[config.mk]
export PLATFORM = sky130hd
export DESIGN_NAME = nvm_guard_ctrl
export DESIGN_NICKNAME = d
export VERILOG_FILES = /design/src/rtl/nvm_guard_pkg.sv /design/src/rtl/nvm_unlock_seq.sv /design/src/rtl/nvm_wr_timer.sv /design/src/rtl/nvm_byte_array.sv /design/src/rtl/nvm_guard_ctrl.sv
export SDC_FILE = /design/constraint.sdc
export NUM_CORES = 2
export LEC_CHECK = 0
export BUFFER_PORTS_ARGS = -buffer_cell sky130_fd_sc_hd__buf_4
export CORE_UTILIZATION = 40
export DETAILED_ROUTE_END_ITERATION = 8
export PLACE_DENSITY = 0.6
export RECOVER_POWER = 25
export SETUP_SLACK_MARGIN = 0.1
export SLEW_MARGIN = 20
export SYNTH_ARGS = -nofsm -noshare
export SYNTH_HDL_FRONTEND = slang
export SYNTH_SLANG_ARGS = --single-unit
export TNS_END_PERCENT = 1
[constraint.sdc]
create_clock -name clk -period 2.3 [get_ports clk]
set_input_delay 0.345 -clock clk [delete_from_list [all_inputs] [get_ports clk]]
set_output_delay 0.345 -clock clk [all_outputs]
set_load 0.05 [all_outputs]
[src/rtl/nvm_guard_pkg.sv]
package nvm_guard_pkg;
    localparam logic [1:0] OFS_ADDR = 2'd0;
    localparam logic [1:0] OFS_DATA = 2'd1;
    localparam logic [1:0] OFS_CTRL = 2'd2;
    localparam logic [1:0] OFS_KEY  = 2'd3;

    localparam int BIT_RD   = 0;
    localparam int BIT_WR   = 1;
    localparam int BIT_WEN  = 2;
    localparam int BIT_ERR  = 3;
    localparam int BIT_DONE = 4;
    localparam int BIT_MSEL = 7;

    localparam logic [7:0] KEY_FIRST  = 8'h55;
    localparam logic [7:0] KEY_SECOND = 8'hAA;
    localparam logic [7:0] ERASED     = 8'hFF;

    typedef enum logic [1:0] {
        KS_IDLE  = 2'd0,
        KS_FIRST = 2'd1,
        KS_ARMED = 2'd2
    } key_state_e;
endpackage

[src/rtl/nvm_unlock_seq.sv]
module nvm_unlock_seq
    import nvm_guard_pkg::*;
(
    input  logic       clk,
    input  logic       rst_n,
    input  logic       access,
    input  logic       key_wr,
    input  logic [7:0] key_val,
    output logic       armed
);
    key_state_e state_d, state_q;

    always_comb begin
        state_d = state_q;
        if (access) begin
            if (key_wr && key_val == KEY_FIRST) begin
                state_d = KS_FIRST;
            end else if (key_wr && key_val == KEY_SECOND && state_q == KS_FIRST) begin
                state_d = KS_ARMED;
            end else begin
                state_d = KS_IDLE;
            end
        end
    end

    always_ff @(posedge clk or negedge rst_n) begin
        if (!rst_n) state_q <= KS_IDLE;
        else        state_q <= state_d;
    end

    assign armed = (state_q == KS_ARMED);
endmodule

[src/rtl/nvm_wr_timer.sv]
module nvm_wr_timer #(
    parameter int CYCLES = 16
) (
    input  logic clk,
    input  logic rst_n,
    input  logic start,
    output logic busy,
    output logic done
);
    localparam int CW = (CYCLES > 1) ? $clog2(CYCLES) : 1;
    localparam logic [CW-1:0] LAST = CW'(CYCLES - 1);

    typedef struct packed {
        logic          busy;
        logic [CW-1:0] cnt;
    } tmr_t;

    tmr_t tmr_d, tmr_q;

    always_comb begin
        tmr_d = tmr_q;
        done  = tmr_q.busy && (tmr_q.cnt == LAST);
        if (tmr_q.busy) begin
            if (done) begin
                tmr_d.busy = 1'b0;
                tmr_d.cnt  = '0;
            end else begin
                tmr_d.cnt = tmr_q.cnt + 1'b1;
            end
        end else if (start) begin
            tmr_d.busy = 1'b1;
            tmr_d.cnt  = '0;
        end
    end

    always_ff @(posedge clk or negedge rst_n) begin
        if (!rst_n) tmr_q <= '0;
        else        tmr_q <= tmr_d;
    end

    assign busy = tmr_q.busy;
endmodule

[src/rtl/nvm_byte_array.sv]
module nvm_byte_array
    import nvm_guard_pkg::*;
#(
    parameter int AW = 8
) (
    input  logic          clk,
    input  logic          rst_n,
    input  logic          we,
    input  logic [AW-1:0] waddr,
    input  logic [7:0]    wdata,
    input  logic [AW-1:0] raddr,
    output logic [7:0]    rdata
);
    localparam int DEPTH = 1 << AW;

    logic [7:0] cells_q [DEPTH];

    always_ff @(posedge clk or negedge rst_n) begin
        if (!rst_n) begin
            for (int i = 0; i < DEPTH; i++) cells_q[i] <= ERASED;
        end else if (we) begin
            cells_q[waddr] <= wdata;
        end
    end

    assign rdata = cells_q[raddr];
endmodule

[src/rtl/nvm_guard_ctrl.sv]
module nvm_guard_ctrl
    import nvm_guard_pkg::*;
#(
    parameter int AW        = 8,
    parameter int WR_CYCLES = 16
) (
    input  logic       clk,
    input  logic       rst_n,
    input  logic       bus_valid,
    input  logic       bus_write,
    input  logic [1:0] bus_addr,
    input  logic [7:0] bus_wdata,
    output logic [7:0] bus_rdata,
    output logic       irq
);
    typedef struct packed {
        logic [AW-1:0] addr;
        logic [7:0]    data;
        logic          wen;
        logic          msel;
        logic          err;
        logic          done;
        logic [AW-1:0] pend_addr;
        logic [7:0]    pend_data;
    } regs_t;

    regs_t regs_d, regs_q;

    logic       armed;
    logic       busy;
    logic       wr_done;
    logic       wr_start;
    logic [7:0] mem_rdata;
    logic       bus_wr;
    logic       ctrl_wr;

    assign bus_wr  = bus_valid && bus_write;
    assign ctrl_wr = bus_wr && (bus_addr == OFS_CTRL);

    nvm_unlock_seq u_unlock (
        .clk     (clk),
        .rst_n   (rst_n),
        .access  (bus_valid),
        .key_wr  (bus_wr && (bus_addr == OFS_KEY)),
        .key_val (bus_wdata),
        .armed   (armed)
    );

    nvm_wr_timer #(.CYCLES(WR_CYCLES)) u_timer (
        .clk   (clk),
        .rst_n (rst_n),
        .start (wr_start),
        .busy  (busy),
        .done  (wr_done)
    );

    nvm_byte_array #(.AW(AW)) u_array (
        .clk   (clk),
        .rst_n (rst_n),
        .we    (wr_done),
        .waddr (regs_q.pend_addr),
        .wdata (regs_q.pend_data),
        .raddr (regs_q.addr),
        .rdata (mem_rdata)
    );

    always_comb begin
        regs_d   = regs_q;
        wr_start = 1'b0;

        if (bus_wr && bus_addr == OFS_ADDR) regs_d.addr = bus_wdata[AW-1:0];
        if (bus_wr && bus_addr == OFS_DATA) regs_d.data = bus_wdata;

        if (ctrl_wr) begin
            regs_d.wen  = bus_wdata[BIT_WEN];
            regs_d.msel = bus_wdata[BIT_MSEL];
            if (!bus_wdata[BIT_ERR])  regs_d.err  = 1'b0;
            if (!bus_wdata[BIT_DONE]) regs_d.done = 1'b0;
            if (bus_wdata[BIT_WR] && !busy) begin
                if (armed && regs_q.wen && !bus_wdata[BIT_MSEL]) wr_start = 1'b1;
                else                                             regs_d.err = 1'b1;
            end
            if (bus_wdata[BIT_RD] && !bus_wdata[BIT_MSEL] && !busy) begin
                regs_d.data = mem_rdata;
            end
        end

        if (wr_start) begin
            regs_d.pend_addr = regs_q.addr;
            regs_d.pend_data = regs_q.data;
        end

        if (wr_done) regs_d.done = 1'b1;
    end

    always_ff @(posedge clk or negedge rst_n) begin
        if (!rst_n) regs_q <= '0;
        else        regs_q <= regs_d;
    end

    always_comb begin
        unique case (bus_addr)
            OFS_ADDR: bus_rdata = 8'(regs_q.addr);
            OFS_DATA: bus_rdata = regs_q.data;
            OFS_CTRL: bus_rdata = {regs_q.msel, 2'b00, regs_q.done, regs_q.err,
                                   regs_q.wen, busy, 1'b0};
            default:  bus_rdata = 8'h00;
        endcase
    end

    assign irq = regs_q.done;
endmodule

### Word-level counts from Yosys, hierarchy flattened

Index checks and enable logic that the tools add are counted.

* bitwise logic cells: 2
* equal/unequal tests: 9
* $add $sub $neg: 1
* reduce and logical (&&, ||, !) cells: 21
* $lt $le $gt $ge: 3
* muxes and demuxes: 24

Operator list (number)
* 2048-bit bitwise mux: 1
* 8-bit binary-select mux with 8-bit select: 1
* 8-bit demux with 8-bit select: 1
* 8-bit 2-to-1 mux: 5
* 8-bit case mux with 3 select lines: 1
* 9-bit >= comparator, second input constant: 2
* 8-bit NOT with 9-bit output: 2
* 1-bit logical AND: 15
* 12-bit 2-to-1 mux: 1
* 5-bit 2-to-1 mux: 2
* 9-bit by 1-bit < comparator with 1-bit output, second input constant: 1
* 1-bit 2-to-1 mux: 9
* 8-bit by 7-bit == test with 1-bit output, second input constant: 1
* 8-bit == test, second input constant: 1
* 2-bit == test, second input constant: 3
* 4-bit by 1-bit adder with 4-bit output, second input constant: 1
* 2-bit by 1-bit == test with 1-bit output, second input constant: 2
* 4-bit == test, second input constant: 1
* 2-bit 2-to-1 mux: 2
* 4-bit 2-to-1 mux: 1
* 2-bit nonzero test: 2
* 1-bit logical NOT: 2
* 2-bit logical NOT: 1
* 2-bit by 1-bit inequality test with 1-bit output, second input constant: 1
* 2-bit AND reduction: 1

* word-level logic and storage cells: 327
* register bits: 2091
* input port bits: 14
* output and inout port bits: 9

### Logic depth before layout (Yosys ltp)

* depth after elaboration: 8
* depth in mapped cells: 12
* mapped depth without buffers: 7

### Hierarchy

From an unflattened synthesis, not the netlist that was laid out.

* cell total of the unflattened synthesis: 6173
* area, all modules: 97607.4 µm²

By module, submodules not included
* nvm_byte_array: instances 1, area each 95517.9 µm², cells an instance 6013
* nvm_guard_ctrl: instances 1, area each 1701.6 µm², cells an instance 120
* nvm_wr_timer: instances 1, area each 240.2 µm², cells an instance 26
* nvm_unlock_seq: instances 1, area each 147.6 µm², cells an instance 14

### Least setup slack after synthesis

No wires, ideal clock.

* path type: register to output
* from: register regs_q[30]
* to: output port bus_rdata[2]
* arrival: 2.309 ns
* setup slack: -0.354 ns
* path buffers: 3
* cell stages (with the launch flop): 6
* data required time: 1.955 ns
* cells stage by stage: dfrtp_1 buf_4 clkbuf_1 buf_1 mux2i_1 o21ai_0

* longest elaborated chain between the ends: 1

Ends and longest elaborated chain
* from (decl): RTL line nvm_guard_ctrl.sv:27 `regs_t regs_d, regs_q;`
* from (signal assigned): RTL line nvm_guard_ctrl.sv:98 `else regs_q <= regs_d;`
* 8-bit case mux with 3 select lines: RTL line nvm_guard_ctrl.sv:102 `unique case (bus_addr)`
* to (decl): RTL line nvm_guard_ctrl.sv:13 `output logic [7:0] bus_rdata,`

No other way between the ends.

==> flow_summary.ini <==
[outcome]
status = finished with violations
violations = capacitance limit, slew limit, setup timing

[routing]
remaining_drc_errors = 0
drt_iter0_drc = 3376
detail_route.wl_per_cell_microns = 26.8
detail_route.wirelength_microns = 276000
via_count = 58500
detail-route-antenna-nets = 0
avgViaCountPerCell = 5.68
firstDrtPassIters = 7

[critical_path]
cp-end-kind = flop
max_stage_delay_ns = 0.56
path_cells = buf_12 -> buf_12 -> buf_16 -> mux4_2 -> a211oi_4 -> a211oi_4 -> o41ai_4 -> buf_4 -> o211a_4 -> a32oi_1
critical_path_buf_inv_count = 4
cp.arrival_ns = 3.89
critPathKind = flop to flop
start_kind = flop
crit_slowest_cell = mux4_2
critPathMaxFanout = 8
crit_required_ns = 3.05
reg2reg_slack_ns = -0.84
critical-path-top-delay-family = compound AO/OA/AOI/OAI gates

[power]
p_int_w = 0.0630
power.share.combinational = 0.133
switching_share = 0.260
power.share.sequential = 0.437
switchingPower_w = 0.0222
clock_power_share = 0.430
ir_drop_mv = 0.633
p_leak_nw = 47.6
powerDensity_nw_per_um2 = 720

[synth]
synth-seq-area-share = 0.559
async_flop_share = 1.00
synth.area.top_cells = dfstp_2, mux2_2, mux4_2, mux2i_1, clkbuf_1
yosys_warnings = 0
synth_nets = 6348
yosysTopAreaCell = dfstp_2
synth_edf_count = 0
synth_top_area_share = 0.548
avgSynthCellArea_sq_um = 15.5
synthCells = 6333
ys.flop_type = dfstp_2
synth-seq-cells = 2091
yosysMostFrequentCell = mux2_2
ys_types = 55
ys_top_cells_by_count = mux2_2, dfstp_2, mux4_2
netlist_area_sq_um = 98100

[die]
start_util = 0.403
die_w_microns = 497
rows = 181
core_region_area_sq_um = 243000
die_h_microns = 497
die-area_sq_um = 247000
io_pins = 23

[sta]
period_share = 1.36
hold_viol_final = 0
postLayoutSetupSlackWorst_ns = -0.838
setup_viol_count_final = 392
post-route-min-period_ns = 3.14
worstMarginPinSlew_ns = 1.70
finalMaxSlewViolations = 42
max_slew_margin = -0.135
finClkSkew_ns = 0.0580
rsz0062_at_grt = yes
fmax_mhz = 319

[clock_tree]
path_clk_slew_ns = 0.06
cts_made_buffers = 225
cts_sinks = 2091
cts.htree.levels = 4
cts_tree = yes
cts_buffer_depth = 3
clockRootBuffer = clkbuf_16
clkLatencyLatePin_ns = 0.88

[grt]
grt_use_total = 0.223
grt_pass1_vias = 62900
antenna_found_initial = 9
grt_pass1_wl_microns = 418000
grt_max_degree = 133
gr-total-overflow = 0

[placement]
dp_cells = 9832
portBuffers = 22
dpl_cell_area_sq_um = 108000
dpl.hpwl_microns = 181000
place.gp.congestion = 0.891

[finish]
area_delta_synth_final_pct = 20.7
ff_latch_area_sq_um = 54900
layout-drive-gt1-share = 0.847
fin_area_sq_um = 118000
multi_input_area_sq_um = 42400
fin_cells = 10300
fillers = 20500
layout.nets = 6924

[run]
timing.max_cap.violations = 1

[worst_hold_path]
min_path_type = input port to flop
## layout make-up
class / instances / area share
clock buffer: 337 / 0.0565
multi-input combinational: 3762 / 0.358
sequential: 2091 / 0.464
antenna: 2 / 0.0000423
timing repair buffer: 822 / 0.0802
inverter: 7 / 0.000222
tap: 3202 / 0.0338
clock inverter: 78 / 0.00724
## cells in the final DEF, fill, tap and decap left out, types with 61 or more instances in the layout
cell | netlist | routed
mux2i_1 | 232 | 227
buf_12 | 2 | 205
clkbuf_16 | 0 | 229
mux2_2 | 2070 | 2017
buf_4 | 21 | 496
nor2_1 | 89 | 61
mux4_2 | 408 | 408
dfstp_2 | 2048 | 2048
a22oi_1 | 136 | 116
nand2_1 | 266 | 209
clkbuf_8 | 0 | 66
## through the flow
step	setup TNS, ns	util	setup WS (ns)	hold WS, ns	power, W
floorplan	-0.0814	-	-0.0814	0.0494	0.0431
global placement	-21.11	0.445	-1.92	0.492	0.0479
detailed placement	-25.94	0.445	-1.52	0.506	0.0479
CTS	-12.62	0.483	-0.806	0.0557	0.0859
global route	-174.45	0.487	-0.821	0.148	0.0881
finish	-31.35	0.487	-0.838	0.128	0.0852
## what timing repair did
item	4_1_cts	5_1_grt
pin swaps	52	34
setup buffers	18	11
hold endpoints to repair	158	0
hold buffers	15	0
cloned	9	2
endpoints found under the setup margin	1085	1808
gates resized for setup	220	236
## worst paths after layout
kind                                              end         from  cells after the start
worst max-delay path                       regs_q[26]   regs_q[28]                     10
worst min-delay path                       regs_q[30]  bus_addr[1]                      5
worst max register to register             regs_q[26]   regs_q[28]                     10
worst min register to register             regs_q[18]   regs_q[18]                      1
max in group asynchronous       u_array.cells_q[1420]        rst_n                      5
min in group asynchronous        u_array.cells_q[717]        rst_n                      2
## layer usage
metal,part of all wire,GRT usage
met1,0.44,0.299
met2,0.49,0.370
met3,0.039,0.0320
met4,0.032,0.0725
met5,0,0
## worst reg2reg max path, cell delays in order, from the launching register on
cell      delay, ns
dfrtp_4        0.46
buf_12         0.16
buf_12         0.19
buf_16         0.17
mux4_2         0.57
a211oi_4       0.31
a211oi_4       0.09
o41ai_4        0.56
buf_4          0.22
o211a_4        0.19
a32oi_1        0.09
## logic make-up after synthesis
family / Yosys count / synth area share
XOR/XNOR: 1 / 0.0000893
multiplexers: 2710 / 0.355
AND/OR/NAND/NOR: 556 / 0.0266
flip-flops: 2091 / 0.559
adder cells (fa/ha/maj): 1 / 0.000128
AO/OA/AOI/OAI: 494 / 0.0345
buffers and inverters: 480 / 0.0244
## power by group through the flow
stage / combinational [W] / clock [W] / sequential [W]
global route: 0.0119 / 0.0389 / 0.0372
global placement: 0.0101 / 0 / 0.0377
detailed placement: 0.0102 / 0 / 0.0378
finish: 0.0114 / 0.0366 / 0.0372
CTS: 0.0112 / 0.0375 / 0.0372
floorplan: 0.00542 / 0 / 0.0376
## state kept, by name, indices dropped and copies added (netlist names)
register and cells:
irq 1, regs_q 35, u_array.cells_q 2048, u_timer.busy 1
u_timer.tmr_q 4, u_unlock.state_q 2
(Power assumes the default switching activity.)
